==> config.mk <==
export PLATFORM = sky130hd
export DESIGN_NAME = pulse_voice
export DESIGN_NICKNAME = d
export VERILOG_FILES = /design/src/rtl/pv_pkg.sv /design/src/rtl/pv_tone.sv /design/src/rtl/pv_len.sv /design/src/rtl/pv_env.sv /design/src/rtl/pulse_voice.sv
export SDC_FILE = /design/constraint.sdc
export NUM_CORES = 1
export LEC_CHECK = 0
export ABC_AREA = 1
export BUFFER_PORTS_ARGS = -buffer_cell sky130_fd_sc_hd__buf_2
export CORE_ASPECT_RATIO = 0.8
export CORE_UTILIZATION = 49
export DETAILED_ROUTE_END_ITERATION = 12
export PLACE_DENSITY = 0.75
export SYNTH_ARGS = -nofsm -noshare
export SYNTH_HDL_FRONTEND = slang
export SYNTH_SLANG_ARGS = --single-unit
==> constraint.sdc <==
create_clock -name clk -period 4.2 [get_ports clk]
set_input_delay 0.42 -clock clk [delete_from_list [all_inputs] [get_ports clk]]
set_output_delay 0.42 -clock clk [all_outputs]
set_load 0.02 [all_outputs]
==> src/rtl/pv_pkg.sv <==
package pv_pkg;
  localparam int PER_W  = 11;
  localparam int SH_W   = 3;
  localparam int RATE_W = 3;
  localparam int VOL_W  = 4;
  localparam int LEN_W  = 8;
  localparam int CODE_W = 5;
  localparam int STEP_W = 3;

  // duty shape: high while step is below the code's threshold
  function automatic logic duty_on(input logic [1:0] duty, input logic [STEP_W-1:0] step);
    logic [STEP_W:0] thr;
    case (duty)
      2'd0:    thr = 4'd1;
      2'd1:    thr = 4'd2;
      2'd2:    thr = 4'd4;
      default: thr = 4'd6;
    endcase
    return {1'b0, step} < thr;
  endfunction

  // duration code to length count
  function automatic logic [LEN_W-1:0] len_lookup(input logic [CODE_W-1:0] code);
    logic [LEN_W-1:0] half;
    half = {{(LEN_W-CODE_W+1){1'b0}}, code[CODE_W-1:1]};
    if (code[0]) return (half << 1) + LEN_W'(2);
    else         return (half + LEN_W'(1)) * LEN_W'(10);
  endfunction

  // sweep target, one extra bit to flag overflow
  function automatic logic [PER_W:0] sweep_next(input logic [PER_W-1:0] per,
                                                 input logic [SH_W-1:0] sh,
                                                 input logic neg);
    logic [PER_W:0] p, d;
    p = {1'b0, per};
    d = p >> sh;
    return neg ? (p - d) : (p + d);
  endfunction
endpackage

==> src/rtl/pv_tone.sv <==
module pv_tone
  import pv_pkg::*;
#(
  parameter int PW = PER_W,
  parameter int SW = SH_W,
  parameter int RW = RATE_W,
  parameter int TW = STEP_W
) (
  input  logic          clk,
  input  logic          rst_n,
  input  logic [PW-1:0] period_i,
  input  logic          period_ld_i,
  input  logic          trig_i,
  input  logic          swp_stb_i,
  input  logic          swp_en_i,
  input  logic [SW-1:0] swp_shift_i,
  input  logic          swp_neg_i,
  input  logic [RW-1:0] swp_rate_i,
  output logic [TW-1:0] step_o
);
  logic [PW-1:0] per_q, cnt_q;
  logic [RW-1:0] swd_q;
  logic [PW:0]   target;
  logic          expire, sweep_fire;

  assign target     = sweep_next(per_q, swp_shift_i, swp_neg_i);
  assign expire     = (cnt_q == '0);
  assign sweep_fire = swp_stb_i && swp_en_i && (swd_q == '0) &&
                      (swp_shift_i != '0) && !target[PW];

  always_ff @(posedge clk or negedge rst_n) begin
    if (!rst_n) begin
      per_q  <= '0;
      cnt_q  <= '0;
      step_o <= '0;
      swd_q  <= '0;
    end else if (trig_i) begin
      per_q  <= period_i;
      cnt_q  <= period_i;
      step_o <= '0;
      swd_q  <= swp_rate_i;
    end else begin
      if (period_ld_i)     per_q <= period_i;
      else if (sweep_fire) per_q <= target[PW-1:0];
      if (expire) begin
        cnt_q  <= per_q;
        step_o <= step_o + 1'b1;
      end else begin
        cnt_q  <= cnt_q - 1'b1;
      end
      if (swp_stb_i && swp_en_i)
        swd_q <= (swd_q == '0) ? swp_rate_i : swd_q - 1'b1;
    end
  end

  p_step_hold_r2: assert property (@(posedge clk) disable iff (!rst_n)
    (!trig_i && !expire) |=> $stable(step_o));
  p_step_wrap_r2: assert property (@(posedge clk) disable iff (!rst_n)
    (!trig_i && expire && step_o == '1) |=> (step_o == '0));
  p_trig_step_r10: assert property (@(posedge clk) disable iff (!rst_n)
    trig_i |=> (step_o == '0));
  p_noshift_r9: assert property (@(posedge clk) disable iff (!rst_n)
    (!trig_i && !period_ld_i && swp_shift_i == '0) |=> $stable(per_q));
  p_sweep_up_r8: assert property (@(posedge clk) disable iff (!rst_n)
    (sweep_fire && !swp_neg_i && !period_ld_i && !trig_i) |=> (per_q >= $past(per_q)));
  p_sweep_down_r8: assert property (@(posedge clk) disable iff (!rst_n)
    (sweep_fire && swp_neg_i && !period_ld_i && !trig_i) |=> (per_q <= $past(per_q)));
endmodule

==> src/rtl/pv_len.sv <==
module pv_len
  import pv_pkg::*;
#(
  parameter int LW = LEN_W,
  parameter int CW = CODE_W
) (
  input  logic          clk,
  input  logic          rst_n,
  input  logic          trig_i,
  input  logic [CW-1:0] code_i,
  input  logic          stb_i,
  input  logic          hold_i,
  output logic          active_o
);
  logic [LW-1:0] cnt_q;

  always_ff @(posedge clk or negedge rst_n) begin
    if (!rst_n)                               cnt_q <= '0;
    else if (trig_i)                          cnt_q <= len_lookup(code_i);
    else if (stb_i && !hold_i && cnt_q != '0) cnt_q <= cnt_q - 1'b1;
  end

  assign active_o = (cnt_q != '0);

  p_len_hold_r5: assert property (@(posedge clk) disable iff (!rst_n)
    (stb_i && hold_i && !trig_i) |=> $stable(cnt_q));
  p_len_floor_r5: assert property (@(posedge clk) disable iff (!rst_n)
    (cnt_q == '0 && !trig_i) |=> (cnt_q == '0));
  p_len_load_r4: assert property (@(posedge clk) disable iff (!rst_n)
    trig_i |=> (cnt_q != '0));
endmodule

==> src/rtl/pv_env.sv <==
module pv_env
  import pv_pkg::*;
#(
  parameter int VW = VOL_W
) (
  input  logic          clk,
  input  logic          rst_n,
  input  logic          trig_i,
  input  logic          stb_i,
  input  logic [VW-1:0] rate_i,
  input  logic          loop_i,
  output logic [VW-1:0] level_o
);
  logic [VW-1:0] div_q;

  always_ff @(posedge clk or negedge rst_n) begin
    if (!rst_n) begin
      level_o <= '0;
      div_q   <= '0;
    end else if (trig_i) begin
      level_o <= '1;
      div_q   <= rate_i;
    end else if (stb_i) begin
      if (div_q == '0) begin
        div_q <= rate_i;
        if (level_o != '0) level_o <= level_o - 1'b1;
        else if (loop_i)   level_o <= '1;
      end else begin
        div_q <= div_q - 1'b1;
      end
    end
  end

  p_env_start_r10: assert property (@(posedge clk) disable iff (!rst_n)
    trig_i |=> (level_o == '1));
  p_env_floor_r7: assert property (@(posedge clk) disable iff (!rst_n)
    (level_o == '0 && !loop_i && !trig_i) |=> (level_o == '0));
  p_env_idle_r7: assert property (@(posedge clk) disable iff (!rst_n)
    (!trig_i && !stb_i) |=> $stable(level_o));
endmodule

==> src/rtl/pulse_voice.sv <==
module pulse_voice
  import pv_pkg::*;
(
  input  logic              clk,
  input  logic              rst_n,
  input  logic [PER_W-1:0]  period_i,
  input  logic              period_ld_i,
  input  logic              trig_i,
  input  logic [1:0]        duty_i,
  input  logic [VOL_W-1:0]  vol_i,
  input  logic              const_vol_i,
  input  logic              loop_i,
  input  logic [CODE_W-1:0] dur_code_i,
  input  logic              sweep_en_i,
  input  logic [SH_W-1:0]   sweep_shift_i,
  input  logic              sweep_neg_i,
  input  logic [RATE_W-1:0] sweep_rate_i,
  input  logic              env_stb_i,
  input  logic              len_stb_i,
  input  logic              swp_stb_i,
  output logic [VOL_W-1:0]  amp_o
);
  logic [STEP_W-1:0] step;
  logic              len_active;
  logic [VOL_W-1:0]  env_level;
  logic              wave_hi;

  pv_tone u_tone (
    .clk(clk), .rst_n(rst_n), .period_i(period_i), .period_ld_i(period_ld_i),
    .trig_i(trig_i), .swp_stb_i(swp_stb_i), .swp_en_i(sweep_en_i),
    .swp_shift_i(sweep_shift_i), .swp_neg_i(sweep_neg_i),
    .swp_rate_i(sweep_rate_i), .step_o(step)
  );

  pv_len u_len (
    .clk(clk), .rst_n(rst_n), .trig_i(trig_i), .code_i(dur_code_i),
    .stb_i(len_stb_i), .hold_i(loop_i), .active_o(len_active)
  );

  pv_env u_env (
    .clk(clk), .rst_n(rst_n), .trig_i(trig_i), .stb_i(env_stb_i),
    .rate_i(vol_i), .loop_i(loop_i), .level_o(env_level)
  );

  assign wave_hi = duty_on(duty_i, step);
  assign amp_o   = (len_active && wave_hi) ? (const_vol_i ? vol_i : env_level) : '0;

  p_mute_r5: assert property (@(posedge clk) disable iff (!rst_n)
    !len_active |-> (amp_o == '0));
  p_const_vol_r6: assert property (@(posedge clk) disable iff (!rst_n)
    (const_vol_i && amp_o != '0) |-> (amp_o == vol_i));
  p_env_out_r7: assert property (@(posedge clk) disable iff (!rst_n)
    (!const_vol_i && amp_o != '0) |-> (amp_o == env_level));
endmodule

# Yosys cells after proc, flatten, opt, wreduce, memory -nomap -nowiden
# Index checks and enable logic that the tools add are counted.
# W data, S select, Z words.
[totals] inputBits=39 regBits=44
[op_classes] reduce_logical=24 order_cmp=1 eq_ne=2 mux=25 n_shift=1 multipliers=1 add_sub_neg=10
[ops] operator="$mux W11" n=5
[ops] operator="$mux W4" n=10
[ops] operator="$mux W8" n=3
[ops] operator="$mux W3" n=5
[ops] operator="$add A11 B12 Y12" n=1
[ops] operator="$mux W12" n=1
[ops] operator="$shr A11 B3 Y12" n=1
[ops] operator="$sub A11 B12 Y12" n=1
[ops] operator="$logic_not A11 Y1" n=1
[ops] operator="$sub A11 B1 Y11 const B" n=1
[ops] operator="$reduce_bool A2 Y1" n=5
[ops] operator="$pmux W3 S3" n=1
[ops] operator="$reduce_bool A3 Y1" n=3
[ops] operator="$mul A8 B3 Y7 const B" n=1
[ops] operator="$reduce_bool A8 Y1" n=1
[ops] operator="$sub A4 B1 Y4 const B" n=2
[ops] operator="$sub A8 B1 Y8 const B" n=1
[ops] operator="$logic_and A1 B1 Y1" n=7
[ops] operator="$add A5 B2 Y6 const B" n=1
[ops] operator="$add A4 B1 Y5 const B" n=1
[ops] operator="$logic_not A4 Y1" n=1
[ops] operator="$lt A3 B4 Y1" n=1
[ops] operator="$reduce_bool A4 Y1" n=1
[ops] operator="$add A3 B1 Y3 const B" n=1
[ops] operator="other kinds (7)" n=8

# Longest topological paths before layout
# Gate-level depths: netlist of run 1.
[logic_depth] ltp_word=8 ltp_mapped=29 ltp_nobuf=28

# Cells and area by module
# A second synthesis of run 1 with hierarchy kept.
[hier_totals] hier_cells=654 hier_area_um2=4231.6
[modules_own_cells] module="pv_tone" seq_area_each_um2=700.7 area_each_um2=2698.8 cells_each=419 instances=1
[modules_own_cells] module="pv_len" seq_area_each_um2=200.2 area_each_um2=854.6 cells_each=129 instances=1
[modules_own_cells] module="pv_env" seq_area_each_um2=200.2 area_each_um2=541.8 cells_each=84 instances=1
[modules_own_cells] module="pulse_voice" seq_area_each_um2=0.0 area_each_um2=136.4 cells_each=22 instances=1

# Worst setup path after synthesis of run 1
# No wires, ideal clock.
[synth_path] path_type="input to register" start="in sweep_shift_i[1]" end="reg u_tone.per_q[1]" path_slack_ps=911 required_ps=4084 stages=26 arrival_time_ps=3174 path_cell_list="buf_4 inv_2 nor2_2 nand3_1 nand2_1 inv_1 nand2_1 inv_1 ha_1 inv_1 nor2_1 nand3_1 nor2_1 a21oi_1 xnor2_1 inv_1 ha_1 a21oi_1 nor2_1 a211oi_1 nand3_1 nand3_2 nand3_2 buf_4 nand3_1 nand2_2"
[synth_between] elab_chain_cells=6 elab_cells_between_ends=12
[synth_rtl] element="start, declared" line_no="pulse_voice.sv:15" source="input logic [SH_W-1:0] sweep_shift_i,"
[synth_rtl] element="$shr A11 B3 Y12" line_no="pv_pkg.sv:36" source="d = p >> sh;"
[synth_rtl] element="$add A11 B12 Y12 / $sub A11 B12 Y12 (equally long branches)" line_no="pv_pkg.sv:37" source="return neg ? (p - d) : (p + d);"
[synth_rtl] element="$mux W12" line_no="pv_pkg.sv:37"
[synth_rtl] element="$mux W11 / $logic_not A1 Y1 (equally long branches)" line_no="pv_tone.sv:44, pv_tone.sv:29"
[synth_rtl] element="$mux W11 / $logic_and A1 B1 Y1 (equally long branches)" line_no="pv_tone.sv:43, pv_tone.sv:29"
[synth_rtl] element="$mux W11 / $reduce_bool A3 Y1 (equally long branches)"
[synth_rtl] element="end signal, assigned" line_no="pv_tone.sv:38" source="per_q <= period_i;"
[synth_rtl] element="end signal, assigned" line_no="pv_tone.sv:43" source="if (period_ld_i) per_q <= period_i;"
[synth_rtl] element="end signal, assigned" line_no="pv_tone.sv:44" source="else if (sweep_fire) per_q <= target[PW-1:0];"
[synth_rtl] element="end, declared" line_no="pv_tone.sv:21" source="logic [PW-1:0] per_q, cnt_q;"
# Several ways; a longest one is shown, not always the timed one. The select of a mux whose other input is x is not followed.
# A chain may end at the register's enable or synchronous reset.

# Worst setup path after layout of run 1
[layout_path] start="reg u_tone.per_q[1]" end="reg u_tone.per_q[9]"
[layout_between] elab_chain_cells=6 elab_cells_between_ends=10
[layout_rtl] element="$shr A11 B3 Y12" line_no="pv_pkg.sv:36"
[layout_rtl] element="$add A11 B12 Y12 / $sub A11 B12 Y12 (equally long branches)" line_no="pv_pkg.sv:37"
[layout_rtl] element="$mux W12 *" line_no="pv_pkg.sv:37"
[layout_rtl] element="$mux W11 / $logic_not A1 Y1 (equally long branches)" line_no="pv_tone.sv:44, pv_tone.sv:29"
[layout_rtl] element="$mux W11 / $logic_and A1 B1 Y1 (equally long branches)" line_no="pv_tone.sv:43, pv_tone.sv:29"
[layout_rtl] element="$mux W11 / $reduce_bool A3 Y1 (equally long branches)"
# Every way passes the cells marked *; elsewhere a longest branch is shown, timed or not. The select of a mux whose other input is x is not followed.

==> results of run 1 <==
## logic make-up after synthesis
kind of cell,synth area share [%]
buffers and inverters,10.46
AO/OA/AOI/OAI,14.26
multiplexers,0.2447
flip-flops,26.92
XOR/XNOR,5.567
adder cells (fa/ha/maj),9.544
AND/OR/NAND/NOR,33.01
## sequential cells by signal, indices dropped and copies added, names as in the netlist
name           count
u_len.cnt_q        8
u_tone.per_q      11
u_tone.swd_q       3
u_env.level_o      4
u_tone.step_o      3
u_env.div_q        4
u_tone.cnt_q      11
## power groups by stage
stage / Clock, mW / Combinational, mW / Sequential (mW)
after global placement: 0 / 0.785 / 0.571
after detailed placement: 0 / 0.810 / 0.573
final: 0.319 / 0.819 / 0.566
after global routing: 0.345 / 0.933 / 0.576
after CTS: 0.326 / 0.814 / 0.565
after floorplan: 0 / 0.634 / 0.548
## cell type report
cell class                 instances  share of cell area, %
inverter                          88                  7.414
clock buffer                       6                  1.629
timing repair buffer              43                  4.886
tap                              108                  3.033
clock inverter                     2                 0.7863
multi-input combinational        453                  57.54
sequential                        44                  24.71
## critical path: cells and delay by family (launching register included)
| family | cells | cell delay [ns] |
|---|---|---|
| compound gates | 4 | 0.75 |
| xor+xnor | 1 | 0.13 |
| fa+ha+maj | 2 | 0.52 |
| buf+inv | 5 | 0.30 |
| flops | 1 | 0.47 |
| simple gates | 13 | 1.44 |
## through the flow
step | hold WS, ns | instance area (sq um)
finish | 0.2731 | 4456
global route | 0.3530 | 4456
CTS | 0.3075 | 4456
detailed placement | 0.4683 | 4348
global placement | 0.4605 | 4348
floorplan | 0.1244 | 4090
## per-layer routing
| layer | wire [um] | up-vias | share of wire (%) | track usage [%] |
|---|---|---|---|---|
| met5 | 0 | - | 0 | 0 |
| met4 | 76 | 0 | 0.80 | 4.545 |
| met3 | 509 | 8 | 5.3 | 3.591 |
| met2 | 4163 | 97 | 44 | 35.70 |
| met1 | 4779 | 1807 | 50 | 34.00 |
| li1 | - | 2023 | - | - |
## placed cells by master, fill, tap and decap left out, drive strengths merged, types with 7 or more instances in the layout
| cell | synthesis | routed |
|---|---|---|
| nand2 | 156 | 156 |
| inv | 88 | 88 |
| nand3 | 65 | 65 |
| o21ai | 56 | 56 |
| nor2 | 52 | 52 |
| dfrtp | 44 | 44 |
| buf | 8 | 43 |
| ha | 28 | 28 |
| a21oi | 21 | 21 |
| xor2 | 19 | 19 |
| o211ai | 8 | 8 |
| xnor2 | 7 | 7 |
| a31oi | 7 | 7 |
| nor3 | 7 | 7 |
## path summary, 6_finish.rpt
path                                                endpoint  slack (ns)  cells after the start
max in group asynchronous         u_len.cnt_q[5]$_DFFE_PN0P_        3.32                      1
min in group clk                   u_tone.cnt_q[6]$_DFF_PN0_        0.34                      3
worst min-delay path              u_env.div_q[0]$_DFFE_PN0P_        0.27                      1
worst max-delay path             u_tone.per_q[9]$_DFFE_PN0P_        0.51                     25
worst max register to register   u_tone.per_q[9]$_DFFE_PN0P_        0.51                     25
worst min register to register  u_tone.step_o[2]$_DFFE_PN0P_        0.49                      1
==> metrics.txt, run 1 <==
final worst path period share=87.93%; grt ovf=0; Max Cap Viol=0; Final Non-Filler Cells=744; area share of the largest cell type after synthesis=26.92%; Die H=~84 um; # port buffers=42; TritonCTS Buffers=5; most frequent CP cell=inv_1; Max transition margin=35.85%; Combinational Power Share=48.0%; Peak VDD IR=0.0001645 V; Net Switching=about 730 uW; fin. max-slew vios=0; TritonCTS clock tree=yes; synth top area cells=dfrtp_1 (27%), nand2_1 (11%), ha_1 (8.6%), nand3_1 (7.6%), inv_1 (7.5%); Final nets=~700; Root Buffer=clkbuf_8; Worst EP required=4.44 ns; final setup violation count=0; unrepaired setup endpoints after global routing=false; Lkg Pwr=2.301 nW; setup TNS=0 ns; Layout Utilization=55.56%; std cell rows=29; Startpoint Class=flip-flop; crit-path max FO=12; Filler cells=785; DRT iter0 DRCs=240; antenna violations before repair=0; Worst Hold Class=in2async; cell taking the most area after synthesis=dfrtp_1; Setup crit end kind=flip-flop; count leader, synth=nand2_1; antenna cell count=0; slew of the pin with the lowest slew margin=~0.96 ns; CP startpoint=u_tone.per_q[1]$_DFFE_PN0P_; drt wl/cell=~13 um; hpwl dp=7.644 mm; Clock Power Share=18.7%; Crit Path Category=reg2reg; Post-synth top flop=dfrtp_1; number of global-route vias before repair=3628; hold buffer count at CTS=0; Reg area=approximately 1100 sq um; Synth Cell Area=4090 sq um; minimum clock period=3.693 ns; DRC viols=0; initial core utilization=51.01%; Routed Antenna Nets=0; outcome=finished clean; Die Area=8719 sq um; CP arrival=3.93 ns; vias per cell=5.289; H-tree level count=2; Worst-path clk slew=0.08 ns; Core Area=8019 sq um; Sink Count=between 40 and 50; GRT Util Overall=23.07%; Placed Cells=736; pre-CTS setup slack=between 0.2 and 0.25 ns; Synth cell types=43; Commonest cells post-synth=nand2_1 (124), inv_1 (82), nand3_1 (62); share of layout cells above drive strength 1=16.51%; I/O pin cnt=43; Net Sw Frac=42.71%; largest net degree at the start of global routing=45; first-pass GRT wire length=16.46 mm; WL final=9.529 mm; Net Count, Synth=669; Largest stage delay, worst path=0.47 ns; EDFF count, synth=0; Fmax=~0.27 GHz; r2r startpoint=u_tone.per_q[1]$_DFFE_PN0P_; post-cts resize count=0; area grow syn2layout=8.932%; area occupied by multi-input gates=2564 sq um; Int Power=976.7 uW; Via Count=about 3900; Setup Buffers After CTS=0; Hold Violations, Final=0; Yosys warning count=0; Post-Synthesis Cells=600; CTS max path bufs=2; Slowest cell on crit path=dfrtp_1; Layout Skew=about 0.0094 ns; Die X-Extent=104.1 um; drt pass-1 iters=4; Power per Cell Area=roughly 380 nW/um^2; asr flop ratio synth=between 90% and 100%; Tot Pwr=1.705 mW; synthesized area per cell=~7 sq um; fin worst setup slack=0.5070 ns; Clk Latency, worst-skew pair=0.29 ns; #FFs+latches synth=44; register share of total power=between 30% and 40%; RePlAce Congestion=0.9131; register area share after synthesis=26.92%
Note: power is estimated with default switching activity, not from simulation.
==> run 2: changes to the inputs <==
- PLACE_DENSITY: 0.75 -> 0.67
==> run 2 against run 1 <==
First-iteration DRC count increased by 10%. Design area shrank 0.67%. Sequential share of layout area is 0.17 points higher. Die area stayed put. Clock skew down 0.0020 ns. Maximum frequency fell by 3.4%. Core utilization fell by 0.37 points. Total power is 3.7% lower. Non-clock buffer count unchanged. Critical endpoint is now u_tone.per_q[10]$_DFFE_PN0P_. Largest cell class unchanged. Highest routed layer unchanged.
==> metrics.txt, run 2 (synthesized netlist as in run 1, its figures left out) <==
GRT Util Overall=between 20% and 30%; Final Non-Filler Cells=743; register share of total power=34.5%; Net Sw Frac=44.42%; area grow syn2layout=8.198%; Die H=83.72 um; H-tree level count=2; Largest regs=u_tone.cnt_q (11), u_tone.per_q (11), u_len.cnt_q (8); Core Area=between 8000 and 9000 sq um; initial core utilization=51.01%; hpwl dp=7.887 mm; met2 WL=4.139 mm; slew of the pin with the lowest slew margin=0.9984 ns; Layout Skew=0.007446 ns; WL final=9.924 mm; CTS max path bufs=2; metal3 WL=653 um; minimum clock period=3.825 ns; Filler cells=778; outcome=finished clean; Peak VDD IR=0.0002437 V; vias per cell=5.316; Int Power=912.6 uW; Hold Violations, Final=0; WL met1=between 5 and 6 mm; first-pass GRT wire length=16.95 mm; Die Area=8719 sq um; smallest hold slack=around 0.26 ns; Net Switching=roughly 730 uW; std cell rows=29; CP arrival=4.07 ns; final worst path period share=between 90 and 100%; grt ovf=0; I/O pin cnt=43; Routed Antenna Nets=0; Combinational Power Share=49.8%; fin area=4425 sq um; TritonCTS clock tree=yes; antenna violations before repair=0; DRC viols=0; # port buffers=42; antenna cell count=0; share of layout cells above drive strength 1=16.38%; most frequent cells in the layout=nand2_1 (124), inv_1 (82), nand3_1 (62); fin. max-slew vios=0; Final nets=704; Sink Count=44; Highest Signal Layer=met4; drt pass-1 iters=5; Worst-path clk slew=0.08 ns; TritonCTS Buffers=5; final setup violation count=0; Setup crit end kind=flip-flop; DRT iter0 DRCs=about 270; Worst Hold Class=in2async; Lkg Pwr=2.287 nW; Crit Path Category=reg2reg; setup TNS=0 ns; RePlAce Congestion=0.9281; Worst EP required=4.45 ns; Max transition margin=33.44%; Placed Cells=736; Power per Cell Area=371.0 nW/um^2; largest net degree at the start of global routing=45; drt wl/cell=about 13 um; Fmax=between 0.2 and 0.3 GHz; Via Count=approximately 4000; dpl cell area=4348 sq um; post-cts resize count=0; Setup Buffers After CTS=0; number of global-route vias before repair=3619; crit-path max FO=12; unrepaired setup endpoints after global routing=false; commonest non-fill, non-tap cell in the layout=nand2_1; hold buffer count at CTS=0; Startpoint Class=flip-flop; Die X-Extent=~100 um; Clock Power Share=15.8%; Max Cap Viol=0; Root Buffer=clkbuf_8; Layout Utilization=55.19%; Clk Latency, worst-skew pair=0.31 ns
==> run 2: layout make-up <==
type / instances / area, sq um / area share, %
well taps: 108 / 135.1 / 3.053
multi-input cells: 453 / 2564 / 57.93
repair buffers: 43 / 217.7 / 4.919
inverters: 88 / 330.3 / 7.464
clock inverters: 1 / 5.005 / 0.1131
flip-flops and latches: 44 / 1101 / 24.88
clock buffers: 6 / 72.57 / 1.640
==> run 2: through the flow <==
stage	power, mW	setup WS, ns
floorplan	1.182	0.9107
finish	1.642	0.3754
CTS	1.646	0.4394
detailed placement	1.381	0.1610
global placement	1.370	0.3831
global route	1.798	0.005073
==> run 2: power by group through the flow <==
stage          Combinational, mW  Clock (mW)  Sequential (mW)
5_1_grt                    0.935       0.286            0.576
3_5_place_dp               0.808           0            0.572
3_3_place_gp               0.795           0            0.575
2_1_floorplan              0.634           0            0.548
6_report                   0.817       0.259            0.566
4_1_cts                    0.813       0.268            0.565
==> run 2: worst max-delay path, stage by stage, from the launching register on <==
cell	delay, ns
dfrtp_1	0.47
inv_1	0.09
nand2_1	0.08
nand3_1	0.09
nand2_1	0.05
inv_1	0.05
nand2_1	0.07
inv_1	0.08
ha_1	0.15
inv_1	0.05
nor2_1	0.18
nand3_1	0.13
nor2_1	0.18
a21oi_1	0.10
xnor2_1	0.15
inv_1	0.06
ha_1	0.34
a21oi_1	0.26
nor2_1	0.06
a211oi_1	0.18
nand3_1	0.15
nand3_2	0.10
nand3_2	0.25
nand2_4	0.29
nand2_1	0.08
nand2_1	0.07
==> run 2: worst paths after layout <==
kind                                              start                            to  slack, ns  cells after the start
max                         u_tone.per_q[3]$_DFFE_PN0P_  u_tone.per_q[10]$_DFFE_PN0P_       0.38                     25
min                                               rst_n    u_env.div_q[0]$_DFFE_PN0P_       0.26                      1
max reg2reg                 u_tone.per_q[3]$_DFFE_PN0P_  u_tone.per_q[10]$_DFFE_PN0P_       0.38                     25
min reg2reg                u_env.level_o[2]$_DFFE_PN0P_  u_env.level_o[2]$_DFFE_PN0P_       0.49                      2
max in group asynchronous                         rst_n   u_tone.swd_q[1]$_DFFE_PN0P_       3.31                      1
min in group clk                            period_i[4]     u_tone.cnt_q[4]$_DFF_PN0_       0.33                      3
==> run 2: per-layer routing <==
metal / up-vias / global-route usage (%)
met5: - / 0
met2: 95 / 34.79
li1: 2024 / -
met4: 0 / 3.117
met3: 5 / 5.308
met1: 1826 / 37.25
==> run 3: changes to the inputs <==
- ABC_AREA: 1 -> not set
- CORE_UTILIZATION: 49 -> 30
- PLACE_DENSITY: 0.67 -> 0.45
==> run 3 against run 2 <==
Maximum frequency shrank 2.6%. Global-route usage is 8.3 points lower. Critical path depth shrank 9. Clock-buffer cell count rose by 1. Critical path type unchanged. Largest cell class unchanged. Largest power group unchanged.
==> metrics.txt, run 3 <==
synth top area cells=dfrtp_1 (28%), ha_1 (9.0%), xor2_1 (4.9%), a21oi_1 (4.9%), o21ai_0 (4.9%); Synth Cell Area=3901 sq um; number of global-route vias before repair=about 3300; GRT Util Overall=between 10% and 20%; register area share after synthesis=28.22%; drt pass-1 iters=5; vias per cell=roughly 5.0; fin worst setup slack=0.2715 ns; Routed Antenna Nets=0; Max transition margin=between 30% and 40%; count leader, synth=nor2_1; outcome=finished clean; grt ovf=0; pre-CTS setup slack=-0.08385 ns; final setup violation count=0; most frequent cells in the layout=nor2_1 (49), dfrtp_1 (44), buf_2 (42); WL final=10.14 mm; commonest non-fill, non-tap cell in the layout=nor2_1; RePlAce Congestion=around 0.8; Worst-path clk slew=0.06 ns; drt wl/cell=14.34 um; Net Switching=585.2 uW; Yosys warning count=0; hpwl dp=8.052 mm; asr flop ratio synth=100.0%; EDFF count, synth=0; Crit Path Category=reg2reg; Power per Cell Area=350.4 nW/um^2; antenna violations before repair=0; unrepaired setup endpoints after global routing=false; #FFs+latches synth=44; Filler cells=1319; Fmax=0.2546 GHz; final worst path period share=93.54%; # port buffers=42; slew of the pin with the lowest slew margin=1.040 ns; CP arrival=approximately 4.2 ns; std cell rows=36; DRC viols=0; Clk Latency, worst-skew pair=0.28 ns; Peak VDD IR=0.0001650 V; Via Count=roughly 3500; Layout Skew=0.004591 ns; Synth cell types=50; Largest regs=u_tone.cnt_q (11), u_tone.per_q (11), u_len.cnt_q (8); Post-Synthesis Cells=between 400 and 500; Root Buffer=clkbuf_16; Worst Hold Class=in2async; Final nets=605; Layout Utilization=37.75%; Setup crit end kind=flip-flop; area share of the largest cell type after synthesis=28.22%; Sink Count=44; antenna cell count=0; Die H=~100 um; Hold Violations, Final=0; Lkg Pwr=2.071 nW; TritonCTS Buffers=5; CTS max path bufs=2; Placed Cells=700; largest net degree at the start of global routing=45; TritonCTS clock tree=yes; Post-synth top flop=dfrtp_1; Max Cap Viol=0; synthesized area per cell=8.301 sq um; register share of total power=33.7%; Combinational Power Share=41.3%; smallest hold slack=~0.32 ns; I/O pin cnt=43; Clock Power Share=25.0%; Die Area=roughly 13000 sq um; Startpoint Class=flip-flop; Die X-Extent=129.5 um; Net Sw Frac=a little over a third; initial core utilization=a little under a third; Final Non-Filler Cells=707; crit-path max FO=22; DRT iter0 DRCs=174; fin. max-slew vios=0; Commonest cells post-synth=nor2_1 (49), dfrtp_1 (44), a21oi_1 (38), nand2_1 (38), o21ai_0 (38); area grow syn2layout=20.30%; H-tree level count=2; cell taking the most area after synthesis=dfrtp_1; minimum clock period=3.928 ns; share of layout cells above drive strength 1=19.59%; Int Power=1.059 mW; first-pass GRT wire length=roughly 17 mm; Net Count, Synth=roughly 540; Core Area=12430 sq um; Worst EP required=around 4.4 ns
run 3: cell types whose count changed after synthesis, sizes merged, moves of 6 or more:
cell    before  now
or3          0   10
xnor2        7   19
nand3       65   12
nor2b        0    8
nor3         7   17
clkbuf       7   13
o31a         0    9
nand2b       1   12
mux2i        1   14
a21oi       21   38
o21ai       56   38
inv         88   22
nand2      156   38
o21a         0    8
run 3: final timing paths:
kind | end | slack [ns] | cells after the start | from
worst min register to register | u_tone.swd_q[1]$_DFFE_PN0P_ | 0.54 | 2 | u_tone.swd_q[1]$_DFFE_PN0P_
max in group asynchronous | u_tone.cnt_q[8]$_DFF_PN0_ | 3.24 | 1 | rst_n
worst min-delay path | u_tone.swd_q[0]$_DFFE_PN0P_ | 0.32 | 1 | rst_n
min in group clk | u_tone.per_q[6]$_DFFE_PN0P_ | 0.36 | 3 | period_i[6]
worst max-delay path | u_tone.per_q[2]$_DFFE_PN0P_ | 0.27 | 16 | u_tone.per_q[5]$_DFFE_PN0P_
worst max register to register | u_tone.per_q[2]$_DFFE_PN0P_ | 0.27 | 16 | u_tone.per_q[5]$_DFFE_PN0P_
run 3: cells by family (layout without fill, tap and decap cells):
group	after synthesis	after routing	share of synthesized area, %
DFF	44	44	28.22
and+or+nand+nor	169	169	21.33
buffers and inverters	43	109	4.586
muxes	23	23	7.954
xor gates and xnor gates	41	41	9.205
AOI/OAI and AO/OA	120	120	18.70
adders and majority gates	30	30	10.01
run 3: timing repair:
action / 4_1_cts / 5_1_grt
setup buffers: 0 / 0
hold buffers: 0 / 0
gates resized for setup: 0 / 4
setup endpoints to repair: 0 / 9
run 3: layout make-up:
| class | count | area [sq um] | share of cell area [%] |
|---|---|---|---|
| multi-input cells | 383 | 2643 | 56.30 |
| flip-flops and latches | 44 | 1101 | 23.46 |
| repair buffers | 78 | 493.0 | 10.50 |
| well taps | 171 | 214.0 | 4.559 |
| clock buffers | 7 | 152.6 | 3.252 |
| inverters | 24 | 90.09 | 1.919 |
run 3: power groups by stage:
stage | clock network [mW] | logic (mW) | registers, mW
finish | 0.411 | 0.679 | 0.555
global route | 0.442 | 0.768 | 0.565
global placement | 0 | 0.669 | 0.562
floorplan | 0 | 0.467 | 0.545
detailed placement | 0 | 0.674 | 0.562
CTS | 0.425 | 0.679 | 0.555
run 3: worst max-delay path, stage by stage, from the launching register on:
cell,delay [ns]
dfrtp_1,0.47
mux2i_1,0.17
mux4_2,0.50
ha_1,0.26
inv_1,0.07
and4bb_2,0.23
buf_4,0.14
a2bb2oi_1,0.12
o32a_1,0.19
ha_1,0.32
nand2_1,0.07
o31ai_2,0.25
a31oi_1,0.13
xor2_1,0.20
buf_12,0.17
or4_1,0.50
nand3_1,0.08
run 3: per-stage QoR:
stage          setup TNS [ns]  area (sq um)  power [mW]
2_1_floorplan               0          3901       1.012
3_3_place_gp                0          4526       1.231
3_5_place_dp          -0.2620          4526       1.236
4_1_cts                     0          4678       1.659
5_1_grt                     0          4693       1.775
6_report                    0          4693       1.645
run 3: per-layer routing:
layer / vias up / wire [um] / GRT usage (%)
met5: - / 0 / 0
met4: 0 / 60 / 2.741
met3: 5 / 438 / 3.035
met2: 58 / 4226 / 22.73
met1: 1679 / 5415 / 24.26
li1: 1802 / - / -
